**config.mk**
```make
export PLATFORM = sky130hd
export DESIGN_NAME = csem_cell
export DESIGN_NICKNAME = d
export VERILOG_FILES = /design/src/rtl/csem_pkg.sv /design/src/rtl/csem_decode.sv /design/src/rtl/csem_counter.sv /design/src/rtl/csem_waitset.sv /design/src/rtl/csem_cell.sv
export SDC_FILE = /design/constraint.sdc
export NUM_CORES = 1
export LEC_CHECK = 0
export ABC_AREA = 1
export BUFFER_PORTS_ARGS = -buffer_cell sky130_fd_sc_hd__buf_2
export CORE_AREA = 4 4 74 76
export CTS_CLUSTER_DIAMETER = 50
export DETAILED_ROUTE_END_ITERATION = 10
export DIE_AREA = 0 0 78 80
export PLACE_DENSITY_LB_ADDON = 0.1
export SETUP_SLACK_MARGIN = 0.3
export SLEW_MARGIN = 20
export SYNTH_ARGS = -nofsm -noshare
export SYNTH_HDL_FRONTEND = slang
export SYNTH_SLANG_ARGS = --single-unit
```
**constraint.sdc**
```tcl
create_clock -name clk_i -period 6.3 [get_ports clk_i]
set_input_delay 1.26 -clock clk_i [delete_from_list [all_inputs] [get_ports clk_i]]
set_output_delay 1.26 -clock clk_i [all_outputs]
set_load 0.05 [all_outputs]
```
**src/rtl/csem_pkg.sv**
```systemverilog
package csem_pkg;

   typedef enum logic [2:0] {
      OP_PEEK      = 3'd0,
      OP_POKE      = 3'd1,
      OP_TAKE_WAIT = 3'd2,
      OP_TAKE_TRY  = 3'd3,
      OP_GIVE_WAIT = 3'd4,
      OP_GIVE_TRY  = 3'd5
   } sem_op_e;

   typedef struct packed {
      logic peek;
      logic take;
      logic take_wait;
      logic give;
   } sem_dec_t;

endpackage

```
**src/rtl/csem_decode.sv**
```systemverilog
module csem_decode
   import csem_pkg::*;
(
   input  logic       valid_i,
   input  logic [2:0] op_i,
   input  logic       fifo_mode_i,
   output sem_dec_t   dec_o
);

   logic is_take;
   logic is_give;

   always_comb begin
      is_take = (op_i == OP_TAKE_WAIT) || (op_i == OP_TAKE_TRY);
      is_give = (op_i == OP_GIVE_WAIT) || (op_i == OP_GIVE_TRY);
      dec_o.peek      = valid_i && (op_i == OP_PEEK);
      dec_o.take      = valid_i && is_take && !fifo_mode_i;
      dec_o.take_wait = (op_i == OP_TAKE_WAIT);
      dec_o.give      = valid_i && is_give && !fifo_mode_i;
   end

endmodule

```
**src/rtl/csem_counter.sv**
```systemverilog
module csem_counter #(
   parameter int CNT_W = 16
) (
   input  logic             clk_i,
   input  logic             rst_n_i,
   input  logic             take_i,
   input  logic             give_i,
   output logic [CNT_W-1:0] cnt_o,
   output logic             zero_o
);

   localparam logic [CNT_W-1:0] CNT_MAX = {CNT_W{1'b1}};
   localparam logic [CNT_W-1:0] CNT_ONE = CNT_W'(1);

   logic [CNT_W-1:0] cnt_q;

   always_ff @(posedge clk_i) begin
      if (!rst_n_i) begin
         cnt_q <= '0;
      end else if (give_i) begin
         if (cnt_q != CNT_MAX) cnt_q <= cnt_q + CNT_ONE;
      end else if (take_i) begin
         if (cnt_q != '0) cnt_q <= cnt_q - CNT_ONE;
      end
   end

   assign cnt_o  = cnt_q;
   assign zero_o = (cnt_q == '0);

endmodule

```
**src/rtl/csem_waitset.sv**
```systemverilog
module csem_waitset #(
   parameter int NUM_REQ = 4,
   parameter int ID_W    = 2
) (
   input  logic               clk_i,
   input  logic               rst_n_i,
   input  logic               park_i,
   input  logic [ID_W-1:0]    park_id_i,
   input  logic               release_i,
   output logic [NUM_REQ-1:0] blk_o,
   output logic [NUM_REQ-1:0] wake_o
);

   logic [NUM_REQ-1:0] blk_q;
   logic [NUM_REQ-1:0] wake_q;

   for (genvar i = 0; i < NUM_REQ; i++) begin : g_slot
      always_ff @(posedge clk_i) begin
         if (!rst_n_i) begin
            blk_q[i]  <= 1'b0;
            wake_q[i] <= 1'b0;
         end else begin
            wake_q[i] <= release_i && blk_q[i];
            if (release_i)
               blk_q[i] <= 1'b0;
            else if (park_i && (park_id_i == ID_W'(i)))
               blk_q[i] <= 1'b1;
         end
      end
   end

   assign blk_o  = blk_q;
   assign wake_o = wake_q;

endmodule

```
**src/rtl/csem_cell.sv**
```systemverilog
module csem_cell
   import csem_pkg::*;
#(
   parameter int CNT_W   = 16,
   parameter int DATA_W  = 32,
   parameter int NUM_REQ = 4,
   parameter int ID_W    = (NUM_REQ > 1) ? $clog2(NUM_REQ) : 1
) (
   input  logic               clk_i,
   input  logic               rst_n_i,
   input  logic               fifo_mode_i,
   input  logic               req_valid_i,
   input  logic [2:0]         req_op_i,
   input  logic [ID_W-1:0]    req_id_i,
   input  logic [DATA_W-1:0]  req_wdata_i,
   output logic               rsp_valid_o,
   output logic [DATA_W-1:0]  rsp_data_o,
   output logic               rsp_stall_o,
   output logic [NUM_REQ-1:0] wake_o
);

   if (CNT_W < 1 || CNT_W > DATA_W) begin : g_bad_cnt_w
      $error("csem_cell: CNT_W must be between 1 and DATA_W");
   end
   if (NUM_REQ < 1) begin : g_bad_num_req
      $error("csem_cell: NUM_REQ must be at least 1");
   end
   if ((1 << ID_W) < NUM_REQ) begin : g_bad_id_w
      $error("csem_cell: ID_W too narrow for NUM_REQ");
   end

   sem_dec_t           dec;
   logic [CNT_W-1:0]   cnt_q;
   logic               cnt_zero;
   logic               park;
   logic [NUM_REQ-1:0] blk_q;
   logic               rsp_valid_q;
   logic               rsp_stall_q;
   logic [DATA_W-1:0]  rsp_data_q;
   logic               unused_wdata;

   assign unused_wdata = ^req_wdata_i;

   csem_decode u_dec (
      .valid_i     (req_valid_i),
      .op_i        (req_op_i),
      .fifo_mode_i (fifo_mode_i),
      .dec_o       (dec)
   );

   csem_counter #(.CNT_W(CNT_W)) u_cnt (
      .clk_i   (clk_i),
      .rst_n_i (rst_n_i),
      .take_i  (dec.take),
      .give_i  (dec.give),
      .cnt_o   (cnt_q),
      .zero_o  (cnt_zero)
   );

   assign park = dec.take && dec.take_wait && cnt_zero;

   csem_waitset #(.NUM_REQ(NUM_REQ), .ID_W(ID_W)) u_wait (
      .clk_i     (clk_i),
      .rst_n_i   (rst_n_i),
      .park_i    (park),
      .park_id_i (req_id_i),
      .release_i (dec.give),
      .blk_o     (blk_q),
      .wake_o    (wake_o)
   );

   always_ff @(posedge clk_i) begin
      if (!rst_n_i) begin
         rsp_valid_q <= 1'b0;
         rsp_stall_q <= 1'b0;
         rsp_data_q  <= '0;
      end else begin
         rsp_valid_q <= req_valid_i;
         rsp_stall_q <= park;
         rsp_data_q  <= (dec.peek || dec.take) ? DATA_W'(cnt_q) : '0;
      end
   end

   assign rsp_valid_o = rsp_valid_q;
   assign rsp_stall_o = rsp_stall_q;
   assign rsp_data_o  = rsp_data_q;

endmodule

```
# Yosys cells after proc, flatten, opt, wreduce, memory -nomap -nowiden
# Index checks and enable logic that the tools add are counted.
[word_totals]
regBits = 58
input_bits = 41
out_inout_bits = 38
wordCells = 57
[op_classes]
addsub = 2
eq_ne = 9
n_mux = 4
bitwise = 1
reduce_logical = 28
[op_table]
columns = ["cell", "count"]
rows = [
  ["2-to-1 mux 16 bit", 4],
  ["adder 16 x 1 -> 16 bit, second input constant", 1],
  ["zero test 16 bit", 1],
  ["inequality test 16 bit, second input constant", 1],
  ["nonzero test 16 bit", 1],
  ["subtractor 16 x 1 -> 16 bit, second input constant", 1],
  ["logical AND 1 bit", 15],
  ["equality test 3 x 2 -> 1 bit, second input constant", 2],
  ["equality test 3 bit, second input constant", 2],
  ["equality test 2 bit, second input constant", 2],
  ["nonzero test 2 bit", 2],
  ["zero test 3 bit", 1],
  ["logical OR 1 bit", 3],
  ["AND reduction 3 bit", 1],
  ["equality test 2 x 1 -> 1 bit, second input constant", 1],
  ["zero test 2 bit", 1],
  ["inequality test 2 bit, second input constant", 1],
  ["AND reduction 2 bit", 1],
  ["OR reduction 2 bit", 1],
  ["zero test 1 bit", 1],
  ["inverter 1 bit", 1],
]

# Depth between registers and ports, before layout
[depth]
depth_word = 7
mapped_depth = 14
ltp_nobuf = 14

# Hierarchy
# Synthesis repeated with hierarchy kept, for this count alone.
[hier_totals]
hier_cells = 421
hier_area_um2 = 2772.7
[by_module_without_submodules]
columns = ["module", "instances", "cells_per_inst", "area_each_um2"]
rows = [
  ["csem_counter", 1, 302, 1685.4],
  ["csem_cell", 1, 76, 732.0],
  ["csem_waitset", 1, 30, 301.5],
  ["csem_decode", 1, 13, 53.8],
]

# Worst setup path before layout
# Ideal clock, no wire load.
[synth_path]
kind = "input to register"
startpoint = "input req_valid_i"
endpoint = "register u_cnt.cnt_q[13], in the netlist u_cnt.cnt_o[13]"
arrival_ns = 2.735
required_ns = 6.191
slack_ns = 3.456
path_stages = 13
path_buffers = 0
cell_sequence = "inv_2 -> nor2_4 -> nand3b_4 -> ha_1 -> or2_2 -> nand3b_1 -> nand2_1 -> nand2_1 -> nand2_1 -> nand2_1 -> nand3_1 -> nand2_1 -> inv_1"
[synth_via]
elab_chain_len = 4
[synth_lines]
columns = ["element", "line_no", "source"]
rows = [
  ["start: declaration", "csem_cell.sv:12", "input logic req_valid_i,"],
  ["logical AND 1 bit, on equally long branches (2 in series)", "csem_decode.sv:19, csem_decode.sv:17", ""],
  ["inequality test 2 bit (no line) / nonzero test 2 bit (equally long branches)", "-", ""],
  ["AND reduction 3 bit (no line)", "-", ""],
  ["end signal: assignment", "csem_counter.sv:21", "if (cnt_q != CNT_MAX) cnt_q <= cnt_q + CNT_ONE;"],
  ["end signal: assignment", "csem_counter.sv:23", "if (cnt_q != '0) cnt_q <= cnt_q - CNT_ONE;"],
  ["end: declaration", "csem_counter.sv:15", "logic [CNT_W-1:0] cnt_q;"],
]
# Several ways; a longest one is shown, not always the timed one.
# A chain may end at the register's enable or synchronous reset.

# Final worst setup path
# Ends and elaborated chain as after synthesis.

==> impl_metrics.tcl <==
set metrics [dict create \
    htree_levels 2 \
    syn_avg_cell_area_um2 6.492 \
    status "completed" \
    root_buffer "clkbuf_8" \
    final_common_cell "nand2_1" \
    reg2regPathDepth 10 \
    postCtsSetupBuffers 0 \
    dr.pass1.iters 4 \
    crit_slowest_cell "ha_1" \
    core_area_um2 4723 \
    synth_top_area_cell "dfxtp_1" \
    synth_area_leaders "dfxtp_1, nand2_1, inv_1" \
    topRoutingLayerUsed "met4" \
    peakVddDrop_mv 0.09506 \
    skew_ns 0.01025 \
    dieWidth_um 78 \
    fin_nets 490 \
    grt_max_degree 22 \
    dr_wl_met3_um 343 \
    gp_congestion 0.8786 \
    r2r-start "u_cnt.cnt_o[0]$_SDFFE_PN0P_" \
    r2r_slack_ns 4.51 \
    ys_warn_count 0 \
    path_cells "buf_2, inv_2, nor2_4, nand3b_4, ha_1, or2_2, nand3b_1, nand2_1, nand2_1, nand2_1, nand2_1, nand3_1, nand2_1, inv_1" \
    grt_first_pass_wirelength_mm 8.735 \
    grt.overflow.total 0 \
    layout-drive-gt1-share_pct 12.64 \
    hold_buffers 0 \
    cts_sinks 42 \
    period_minus_slack_ns 2.930 \
    slowest_delay_ns 0.44 \
    required_ns 6.50 \
    setup_tns_ns 0 \
    ios 79 \
    rows 25 \
    cts.path.max_buffers 2 \
    dpl_cell_area_um2 2750 \
    io_buffers 30 \
    wl_per_cell_um 10.38 \
    cts_tree "yes" \
    viasPerCell 4.572 \
    rr_endpoint "u_cnt.cnt_o[12]$_SDFFE_PN0P_" \
    setup_viol 0 \
    ys_ff_latch 42 \
    ys_types 29 \
    setup_ws_ns 3.370 \
    synthCells 403 \
    hold_path.class "register to register" \
    utilization_pct 60.24 \
    tightest_slew_ns 0.6084 \
    netlist_area_um2 2616 \
    most-common-layout-cells "nand2_1, inv_1, nor2_1" \
    die_height_um 80 \
    grt_pass1_vias 1982 \
    cp_max_fo 21 \
    antenna_cells 0 \
    initial_utilization_pct 55.39 \
    worstSetupEndpoint "u_cnt.cnt_o[13]$_SDFFE_PN0P_" \
    clk_transition_reported_paths_ns 0.09 \
    route.detailed.drc 0 \
    synth_ff_type "dfxtp_1" \
    met2RoutedLength_mm 2.209 \
    period_share_pct 46.50 \
    slew_violations 0 \
    met1_length_mm 2.558 \
    power_w 0.0006744 \
    startpoint "req_valid_i" \
    grtUsageTotal_pct 17.10 \
    yosysTopAreaCellShare_pct 32.14 \
    cp-start-kind "input pin" \
    cpMostUsedCell "nand2_1" \
    hold_viol 0 \
    arrival_ns 3.13 \
    die-area_um2 6240 \
    power_density_nw_per_um2 237.0 \
    postRouteAntennaNets 0 \
    grt_setup_unrepaired "no" \
    dp_hpwl_mm 3.988 \
    synthArstFlopShare_pct 0 \
    first_iter_violations 128 \
    crit_type "input pin to register" \
    syn_to_final_growth_pct 8.752 \
    synth_enable_flop_cells 0 \
    fmax_ghz 0.3413 \
    routed-via-count 2295 \
    fin_area_um2 2845 \
    ys_seq_area_share_pct 32.14 \
    drv_cap 0 \
    dp_slack_ns 3.071 \
    grt_antenna_before_repair 0 \
    critPathCaptureType "register" \
    cts_buffers 5 \
    maxSlewHeadroom_pct 59.43 \
    postCtsResizedCells 0 \
    insertion_delay_ns 0.29 \
    drt-total-wl_mm 5.212 \
    p_leak_nw 1.589 \
]
## worst min-delay path by stage
stage | start | endpoint | slack (ns) | cells after the start
after floorplan | u_wait.blk_o[0]$_SDFFE_PP0P_ | u_wait.wake_o[0]$_SDFF_PN0_ | 0.42 | 2
after global placement | u_wait.blk_o[3]$_SDFFE_PP0P_ | u_wait.wake_o[3]$_SDFF_PN0_ | 0.44 | 2
after detailed placement | u_wait.blk_o[3]$_SDFFE_PP0P_ | u_wait.wake_o[3]$_SDFF_PN0_ | 0.44 | 2
after CTS | u_wait.blk_o[0]$_SDFFE_PP0P_ | u_wait.wake_o[0]$_SDFF_PN0_ | 0.46 | 2
after global routing | u_wait.blk_o[0]$_SDFFE_PP0P_ | u_wait.wake_o[0]$_SDFF_PN0_ | 0.47 | 2
final | u_wait.blk_o[1]$_SDFFE_PP0P_ | u_wait.wake_o[1]$_SDFF_PN0_ | 0.45 | 2
## cells by family after synthesis
logic type / Yosys count / share of synthesized area (%)
AOI/OAI and AO/OA: 19 / 3.778
DFF: 42 / 32.14
adders and majority gates: 15 / 7.461
buffers and inverters: 97 / 16.88
and+or+nand+nor: 223 / 37.59
other: 1 / 0.1433
xor gates and xnor gates: 6 / 2.009
## area by class of cell
cell class / instances / area [um^2]
multi-input cells: 279 / 1390
clock buffers: 6 / 82.58
well taps: 67 / 83.83
fillers: 462 / 1878
inverters: 76 / 285.3
flip-flops and latches: 42 / 840.8
repair buffers: 30 / 150.1
clock inverters: 2 / 12.51
## critical path, delay by kind of cell
family	cells	cell delay (ns)
simple gates	10	1.25
buf+inv	3	0.16
fa+ha+maj	1	0.44
## Yosys cell counts, types with 3 or more instances
cell type  number
a21oi_1        13
nand2_4         3
o21ai_1         5
nand4_1         3
nand3_1        30
nor3_1          8
inv_1          74
nand3b_1        3
dfxtp_1        42
nor2_1         51
buf_4          16
ha_1           14
nand2_1       113
xnor2_1         5
nor2_2          5
## registers in the layout, indices dropped and copies added (netlist names)
name and count:
rsp_data_o 16, rsp_stall_o 1, rsp_valid_o 1, u_cnt.cnt_o 16
u_wait.blk_o 4, u_wait.wake_o 4
## through the flow
stage               cells  hold WS, ns
floorplan             418       0.4242
global placement      494       0.4353
detailed placement    494       0.4369
CTS                   502       0.4557
global route          502       0.4653
finish                502       0.4514
## routing by layer
| layer | vias up | GRT usage, % |
|---|---|---|
| li1 | 1250 | - |
| met1 | 967 | 23.45 |
| met2 | 68 | 28.17 |
| met5 | - | 0 |
| met4 | 0 | 5.944 |
| met3 | 10 | 1.467 |
## power by group
part           switching [W]  internal, W  leakage [nW]
sequential        0.00000975     0.000274         0.341
clock              0.0000924    0.0000881        0.0472
combinational       0.000142    0.0000687          1.20
(Power assumes the default switching activity.)
